<file path="config.mk">
export PLATFORM = sky130hd
export DESIGN_NAME = dds_word_loader
export DESIGN_NICKNAME = d
export VERILOG_FILES = /design/src/rtl/dwl_pkg.sv /design/src/rtl/dwl_seq.sv /design/src/rtl/dwl_stage.sv /design/src/rtl/dwl_active.sv /design/src/rtl/dds_word_loader.sv
export SDC_FILE = /design/constraint.sdc
export NUM_CORES = 1
export LEC_CHECK = 0
export BUFFER_PORTS_ARGS = -buffer_cell sky130_fd_sc_hd__buf_4
export CAP_MARGIN = 40
export CORE_ASPECT_RATIO = 0.8
export CORE_MARGIN = 2
export CORE_UTILIZATION = 47
export CTS_BUF_LIST = sky130_fd_sc_hd__clkbuf_4 sky130_fd_sc_hd__clkbuf_8
export DETAILED_ROUTE_END_ITERATION = 10
export PLACE_DENSITY = 0.74
export REMOVE_ABC_BUFFERS = 1
export SYNTH_ARGS = -nofsm -noshare
export SYNTH_HDL_FRONTEND = slang
export SYNTH_SLANG_ARGS = --single-unit
export TNS_END_PERCENT = 20
</file>
<file path="constraint.sdc">
create_clock -name clk -period 2.7 [get_ports clk]
set_clock_uncertainty 0.15 [all_clocks]
set_input_delay 0.405 -clock clk [delete_from_list [all_inputs] [get_ports clk]]
set_output_delay 0.405 -clock clk [all_outputs]
set_load 0.02 [all_outputs]
</file>
<file path="src/rtl/dwl_pkg.sv">
package dwl_pkg;

    typedef enum logic [1:0] {
        ST_LOAD   = 2'd0,
        ST_FULL   = 2'd1,
        ST_SERIAL = 2'd2
    } dwl_state_e;

    // Bit positions inside the first byte (W0); these are decoded downstream.
    localparam int W0_MULT_BIT  = 0;
    localparam int W0_SER_BIT   = 1;
    localparam int W0_PD_BIT    = 2;
    localparam int W0_PHASE_LSB = 3;

endpackage

</file>
<file path="src/rtl/dwl_seq.sv">
module dwl_seq
    import dwl_pkg::*;
#(
    parameter int NUM_BYTES = 5
) (
    input  logic                 clk,
    input  logic                 rst_n,
    input  logic                 cmd_reset,
    input  logic                 wr_stb,
    input  logic                 upd_stb,
    input  logic                 ser_req,
    output logic [NUM_BYTES-1:0] byte_we,
    output logic                 shift_en,
    output logic                 xfer,
    output logic                 ser_mode
);

    localparam int PTR_W = (NUM_BYTES > 1) ? $clog2(NUM_BYTES) : 1;
    localparam logic [PTR_W-1:0] LAST_PTR = PTR_W'(NUM_BYTES - 1);

    dwl_state_e       state_q, state_d;
    logic [PTR_W-1:0] ptr_q, ptr_d;
    logic             wr_ok;

    // state register
    always_ff @(posedge clk or negedge rst_n) begin
        if (!rst_n) begin
            state_q <= ST_LOAD;
            ptr_q   <= '0;
        end else begin
            state_q <= state_d;
            ptr_q   <= ptr_d;
        end
    end

    // next state
    always_comb begin
        state_d = state_q;
        ptr_d   = ptr_q;
        if (cmd_reset) begin
            state_d = ST_LOAD;
            ptr_d   = '0;
        end else begin
            unique case (state_q)
                ST_LOAD: begin
                    if (upd_stb) begin
                        ptr_d   = '0;
                        state_d = ser_req ? ST_SERIAL : ST_LOAD;
                    end else if (wr_stb) begin
                        if (ptr_q == LAST_PTR) state_d = ST_FULL;
                        else                   ptr_d   = ptr_q + PTR_W'(1);
                    end
                end
                ST_FULL: begin
                    if (upd_stb) begin
                        ptr_d   = '0;
                        state_d = ser_req ? ST_SERIAL : ST_LOAD;
                    end
                end
                ST_SERIAL: begin
                    ptr_d = '0;
                end
                default: begin
                    state_d = ST_LOAD;
                    ptr_d   = '0;
                end
            endcase
        end
    end

    // outputs
    always_comb begin
        xfer     = upd_stb && !cmd_reset;
        wr_ok    = wr_stb && !upd_stb && !cmd_reset;
        shift_en = wr_ok && (state_q == ST_SERIAL);
        ser_mode = (state_q == ST_SERIAL);
    end

    for (genvar i = 0; i < NUM_BYTES; i++) begin : g_we
        assign byte_we[i] = wr_ok && (state_q == ST_LOAD) && (ptr_q == PTR_W'(i));
    end

    assert_serial_sticky_R9: assert property (@(posedge clk) disable iff (!rst_n)
        (ser_mode && !cmd_reset) |=> ser_mode);

    assert_ptr_rewind_R4: assert property (@(posedge clk) disable iff (!rst_n)
        xfer |=> (ptr_q == '0));

    assert_full_holds_R5: assert property (@(posedge clk) disable iff (!rst_n)
        (state_q == ST_FULL && !upd_stb && !cmd_reset) |=> (state_q == ST_FULL));

    assert_cmd_reset_parallel_R10: assert property (@(posedge clk) disable iff (!rst_n)
        cmd_reset |=> (!ser_mode && ptr_q == '0));

endmodule

</file>
<file path="src/rtl/dwl_stage.sv">
module dwl_stage #(
    parameter int BYTE_W    = 8,
    parameter int NUM_BYTES = 5
) (
    input  logic                          clk,
    input  logic                          rst_n,
    input  logic                          cmd_reset,
    input  logic [NUM_BYTES-1:0]          byte_we,
    input  logic [BYTE_W-1:0]             wr_byte,
    input  logic                          shift_en,
    input  logic                          ser_bit,
    output logic [BYTE_W*NUM_BYTES-1:0]   stage_q
);

    localparam int WORD_W = BYTE_W * NUM_BYTES;

    // right shift: the first bit in ends at bit 0, the last bit at the top
    logic [WORD_W-1:0] shifted;
    assign shifted = {ser_bit, stage_q[WORD_W-1:1]};

    // byte 0 (W0) sits at the top of the word
    for (genvar i = 0; i < NUM_BYTES; i++) begin : g_slot
        localparam int HI = WORD_W - 1 - i * BYTE_W;
        logic [BYTE_W-1:0] slot_q;

        always_ff @(posedge clk or negedge rst_n) begin
            if (!rst_n)           slot_q <= '0;
            else if (cmd_reset)   slot_q <= '0;
            else if (byte_we[i])  slot_q <= wr_byte;
            else if (shift_en)    slot_q <= shifted[HI -: BYTE_W];
        end

        assign stage_q[HI -: BYTE_W] = slot_q;
    end

    assert_shift_order_R8: assert property (@(posedge clk) disable iff (!rst_n)
        (shift_en && !cmd_reset) |=>
            (stage_q[WORD_W-1] == $past(ser_bit)) &&
            (stage_q[WORD_W-2:0] == $past(stage_q[WORD_W-1:1])));

    assert_stage_clear_R10: assert property (@(posedge clk) disable iff (!rst_n)
        cmd_reset |=> (stage_q == '0));

endmodule

</file>
<file path="src/rtl/dwl_active.sv">
module dwl_active
    import dwl_pkg::*;
#(
    parameter int BYTE_W    = 8,
    parameter int NUM_BYTES = 5
) (
    input  logic                                clk,
    input  logic                                rst_n,
    input  logic                                cmd_reset,
    input  logic                                xfer,
    input  logic [BYTE_W*NUM_BYTES-1:0]         stage_word,
    output logic [BYTE_W*(NUM_BYTES-1)-1:0]     ftw,
    output logic [BYTE_W-W0_PHASE_LSB-1:0]      phase,
    output logic                                pwr_down,
    output logic                                mult_en,
    output logic                                upd_valid
);

    localparam int WORD_W  = BYTE_W * NUM_BYTES;
    localparam int FTW_W   = WORD_W - BYTE_W;
    localparam int PHASE_W = BYTE_W - W0_PHASE_LSB;

    logic [BYTE_W-1:0] w0;
    assign w0 = stage_word[WORD_W-1 -: BYTE_W];

    always_ff @(posedge clk or negedge rst_n) begin
        if (!rst_n) begin
            ftw       <= '0;
            phase     <= '0;
            pwr_down  <= 1'b0;
            mult_en   <= 1'b0;
            upd_valid <= 1'b0;
        end else if (cmd_reset) begin
            ftw       <= '0;
            phase     <= '0;
            pwr_down  <= 1'b0;
            mult_en   <= 1'b0;
            upd_valid <= 1'b0;
        end else begin
            upd_valid <= xfer;
            if (xfer) begin
                ftw      <= stage_word[FTW_W-1:0];
                phase    <= w0[BYTE_W-1 -: PHASE_W];
                pwr_down <= w0[W0_PD_BIT];
                mult_en  <= w0[W0_MULT_BIT];
            end
        end
    end

    assert_hold_without_update_R2: assert property (@(posedge clk) disable iff (!rst_n)
        (!xfer && !cmd_reset) |=>
            ($stable(ftw) && $stable(phase) && $stable(pwr_down) && $stable(mult_en) && !upd_valid));

    assert_transfer_R2: assert property (@(posedge clk) disable iff (!rst_n)
        xfer |=> (upd_valid && ftw == $past(stage_word[FTW_W-1:0])));

    assert_cmd_reset_clear_R10: assert property (@(posedge clk) disable iff (!rst_n)
        cmd_reset |=> (!upd_valid && ftw == '0 && phase == '0 && !pwr_down && !mult_en));

endmodule

</file>
<file path="src/rtl/dds_word_loader.sv">
module dds_word_loader
    import dwl_pkg::*;
#(
    parameter int BYTE_W    = 8,
    parameter int NUM_BYTES = 5
) (
    input  logic                               clk,
    input  logic                               rst_n,
    input  logic                               cmd_reset,
    input  logic                               wr_stb,
    input  logic [BYTE_W-1:0]                  wr_byte,
    input  logic                               ser_bit,
    input  logic                               upd_stb,
    output logic [BYTE_W*(NUM_BYTES-1)-1:0]    ftw,
    output logic [BYTE_W-W0_PHASE_LSB-1:0]     phase,
    output logic                               pwr_down,
    output logic                               mult_en,
    output logic                               upd_valid,
    output logic                               ser_mode
);

    localparam int WORD_W = BYTE_W * NUM_BYTES;

    logic [NUM_BYTES-1:0] byte_we;
    logic                 shift_en;
    logic                 xfer;
    logic [WORD_W-1:0]    stage_word;
    logic                 ser_req;

    assign ser_req = stage_word[WORD_W - BYTE_W + W0_SER_BIT];

    dwl_seq #(.NUM_BYTES(NUM_BYTES)) u_seq (
        .clk       (clk),
        .rst_n     (rst_n),
        .cmd_reset (cmd_reset),
        .wr_stb    (wr_stb),
        .upd_stb   (upd_stb),
        .ser_req   (ser_req),
        .byte_we   (byte_we),
        .shift_en  (shift_en),
        .xfer      (xfer),
        .ser_mode  (ser_mode)
    );

    dwl_stage #(.BYTE_W(BYTE_W), .NUM_BYTES(NUM_BYTES)) u_stage (
        .clk       (clk),
        .rst_n     (rst_n),
        .cmd_reset (cmd_reset),
        .byte_we   (byte_we),
        .wr_byte   (wr_byte),
        .shift_en  (shift_en),
        .ser_bit   (ser_bit),
        .stage_q   (stage_word)
    );

    dwl_active #(.BYTE_W(BYTE_W), .NUM_BYTES(NUM_BYTES)) u_active (
        .clk        (clk),
        .rst_n      (rst_n),
        .cmd_reset  (cmd_reset),
        .xfer       (xfer),
        .stage_word (stage_word),
        .ftw        (ftw),
        .phase      (phase),
        .pwr_down   (pwr_down),
        .mult_en    (mult_en),
        .upd_valid  (upd_valid)
    );

    assert_serial_entry_R7: assert property (@(posedge clk) disable iff (!rst_n)
        (xfer && !ser_mode && !ser_req) |=> !ser_mode);

    assert_valid_single_R2: assert property (@(posedge clk) disable iff (!rst_n)
        (upd_valid && !upd_stb) |=> !upd_valid);

endmodule

</file>
==> run metrics <==
initial core utilization 47.8%; Slew headroom 55.4%; DIE HEIGHT 86.7 um; CP Launch Type flop; pre-CTS setup slack 0.437 ns; worst hold slack between 0.1 and 0.15 ns; Peak supply drop 0.257 mV; Tmin final 2.29 ns; CTS Root Cell clkbuf_8; CTS Buffer Depth 2; outcome finished clean; setup slack, reg-to-reg 0.41 ns; Post-CTS Setup Bufs 0; Max Clk Rate 436 MHz; port bufs 54; area of the multi-input gates 1690 sq um; Area Overhead vs Synth 16.9%; Fin. Hold Viols 0; flops & latches, synth 85; Slew Viols, Final 0; Post-CTS Hold Fix Bufs 1; # H-tree levels 3; FF-to-FF Start u_seq.ptr_q[0]; Reg area about 2100 sq um; Largest delay share family, worst path simple AND/OR/NAND/NOR gates; setup TNS 0 ns; core footprint 8410 sq um; final worst slack 0.406 ns; # diodes 0; routed via count slightly above 3000; RR Endpoint u_stage.g_slot[0].slot_q[6]; CP required 2.83 ns; power per cell area roughly 560 nW/um^2; MaxCap Viol Count 0; Post-route DRC 0; Hold Path Class in -> reg; post-synthesis sequential area ratio between 50% and 60%; Least-Margin Pin Slew between 0.6 and 0.7 ns; Die ar. 9320 sq um; crit end category flop; synth warn 0; Async SR Flop Fraction 100%; top_reg_cell synth dfrtp_1; hold_sp wr_byte[1]; first-pass GRT wire length 14900 um; nets ~440; slowest stage delay, CP 0.62 ns; Syn Inst Count 380; drt pass-1 iters 5; CP Data Arrival Time 2.42 ns; Buf/Inv on CP 1; Tcrit/Tclk final a little over four fifths; leakage power 2.28 nW; placed cell areas approximately 4400 sq um; cts repair resizes 0; Ports 55; global placement routability congestion 0.934; die width 107 um; layout cells sized above 1 19.4%; number of global-route vias before repair approximately 2900; CTS tree yes; CP Class reg -> reg; unrepaired setup endpoints after global routing false; initial antenna violation count 0; global-route usage over all layers 20.7%; Rows 30; Reg clk slew, reported paths 0.09 ns; Synth cell types 37; largest net degree at the start of global routing 54; Sink Count 85; post-route cell area 4700 sq um; Clk Latency, worst-skew pair 0.36 ns; number of CTS-inserted buffers 9; CP cell instances inv_1 -> ha_1 -> or4b_1 -> or2_0 -> a31oi_1; depth of the worst register-to-register path 5; Post-DRT Antenna Nets 0; post-DR vias/cell roughly 5.8; drt wl/cell 17.2 um; CP Launch Point u_seq.ptr_q[0]; Hold Path Sink u_stage.g_slot[3].slot_q[1]; leading cell type in the layout, fill and taps excluded dfrtp_1; Worst path slowest cell or4b_1; syn_area_per_cell 10.6 sq um; total gr overflow 0; filler instances 754; commonest non-fill, non-tap cells in the layout dfrtp_1, buf_4, nand3_1, nor2_1, mux2i_1; dpl hpwl just under 6000 um; EDFF count, synth 0; # setup viols final 0; hold-critical path depth 2; mapped cell area 4020 sq um; initial detailed-routing violation count ~250; post-layout util 55.9%; final wirelength between 9000 and 10000 um; crit-path max FO 9
## cell families after synthesis
kind of cell | synth area share [%]
AO/OA/AOI/OAI | 9.55
adder cells (fa/ha/maj) | 1.56
multiplexers | 9.71
flip-flops | 52.9
buffers and inverters | 5.16
AND/OR/NAND/NOR | 21.1
## synthesized netlist by cell type, types with 2 or more instances
cell | instances | area (sq um)
ha_1 | 5 | 62.6
nand3_1 | 49 | 245
buf_6 | 5 | 56.3
nor3_1 | 25 | 125
buf_2 | 6 | 30.0
a31oi_1 | 25 | 156
o21ai_0 | 2 | 10.0
and3_1 | 16 | 100
a21oi_1 | 2 | 10.0
clkbuf_1 | 19 | 71.3
mux2i_1 | 39 | 390
or4b_1 | 3 | 30.0
a211oi_2 | 2 | 25.0
nor2_1 | 41 | 154
a221o_1 | 16 | 160
or2_0 | 2 | 12.5
inv_1 | 6 | 22.5
nor2b_1 | 11 | 68.8
dfrtp_1 | 85 | 2130
buf_1 | 4 | 15.0
## layout make-up
class	instances	area share, %
clock inverters	6	2.37
well taps	112	2.98
clock buffers	10	2.80
repair buffers	62	10.2
inverters	6	0.479
multi-input cells	253	35.9
flip-flops and latches	85	45.3
## state kept, by name (all words and copies together) (netlist names)
register	flops
u_active.phase	5
u_seq.state_q	2
u_active.upd_valid	1
u_stage.g_slot.slot_q	40
u_active.ftw	32
u_active.mult_en	1
u_active.pwr_down	1
u_seq.ptr_q	3
## metal layers
metal / track usage (%) / up-vias / routed length [um]
met5: 0 / - / 0
li1: - / 1453 / -
met3: 2.86 / 14 / 435
met1: 31.7 / 1515 / 4480
met2: 29.9 / 93 / 4110
met4: 7.81 / 0 / 148
## worst max-delay path by stage
| stage | to | slack (ns) | cells after the start |
|---|---|---|---|
| 2_1_floorplan | u_stage.g_slot[3].slot_q[0] | 0.70 | 3 |
| 3_3_place_gp | u_stage.g_slot[4].slot_q[0] | 0.48 | 4 |
| 3_5_place_dp | u_stage.g_slot[4].slot_q[1] | 0.44 | 4 |
| 4_1_cts | u_stage.g_slot[0].slot_q[6] | 0.41 | 5 |
| 5_1_grt | u_stage.g_slot[0].slot_q[6] | 0.31 | 5 |
| 6_report | u_stage.g_slot[0].slot_q[6] | 0.41 | 5 |
## per-stage QoR
stage / instances / total power, W
floorplan: 344 / 0.00143
finish: 534 / 0.00262
global placement: 517 / 0.00155
CTS: 534 / 0.00263
global route: 534 / 0.00271
detailed placement: 517 / 0.00155
## power breakdown
group / total (W) / switching (W) / internal [W] / leakage, nW
Sequential: 0.00132 / 0.0000207 / 0.00129 / 1.18
Clock: 0.00109 / 0.000465 / 0.000625 / 0.120
Combinational: 0.000214 / 0.000143 / 0.0000712 / 0.986
Note: power is estimated with default switching activity, not from simulation.
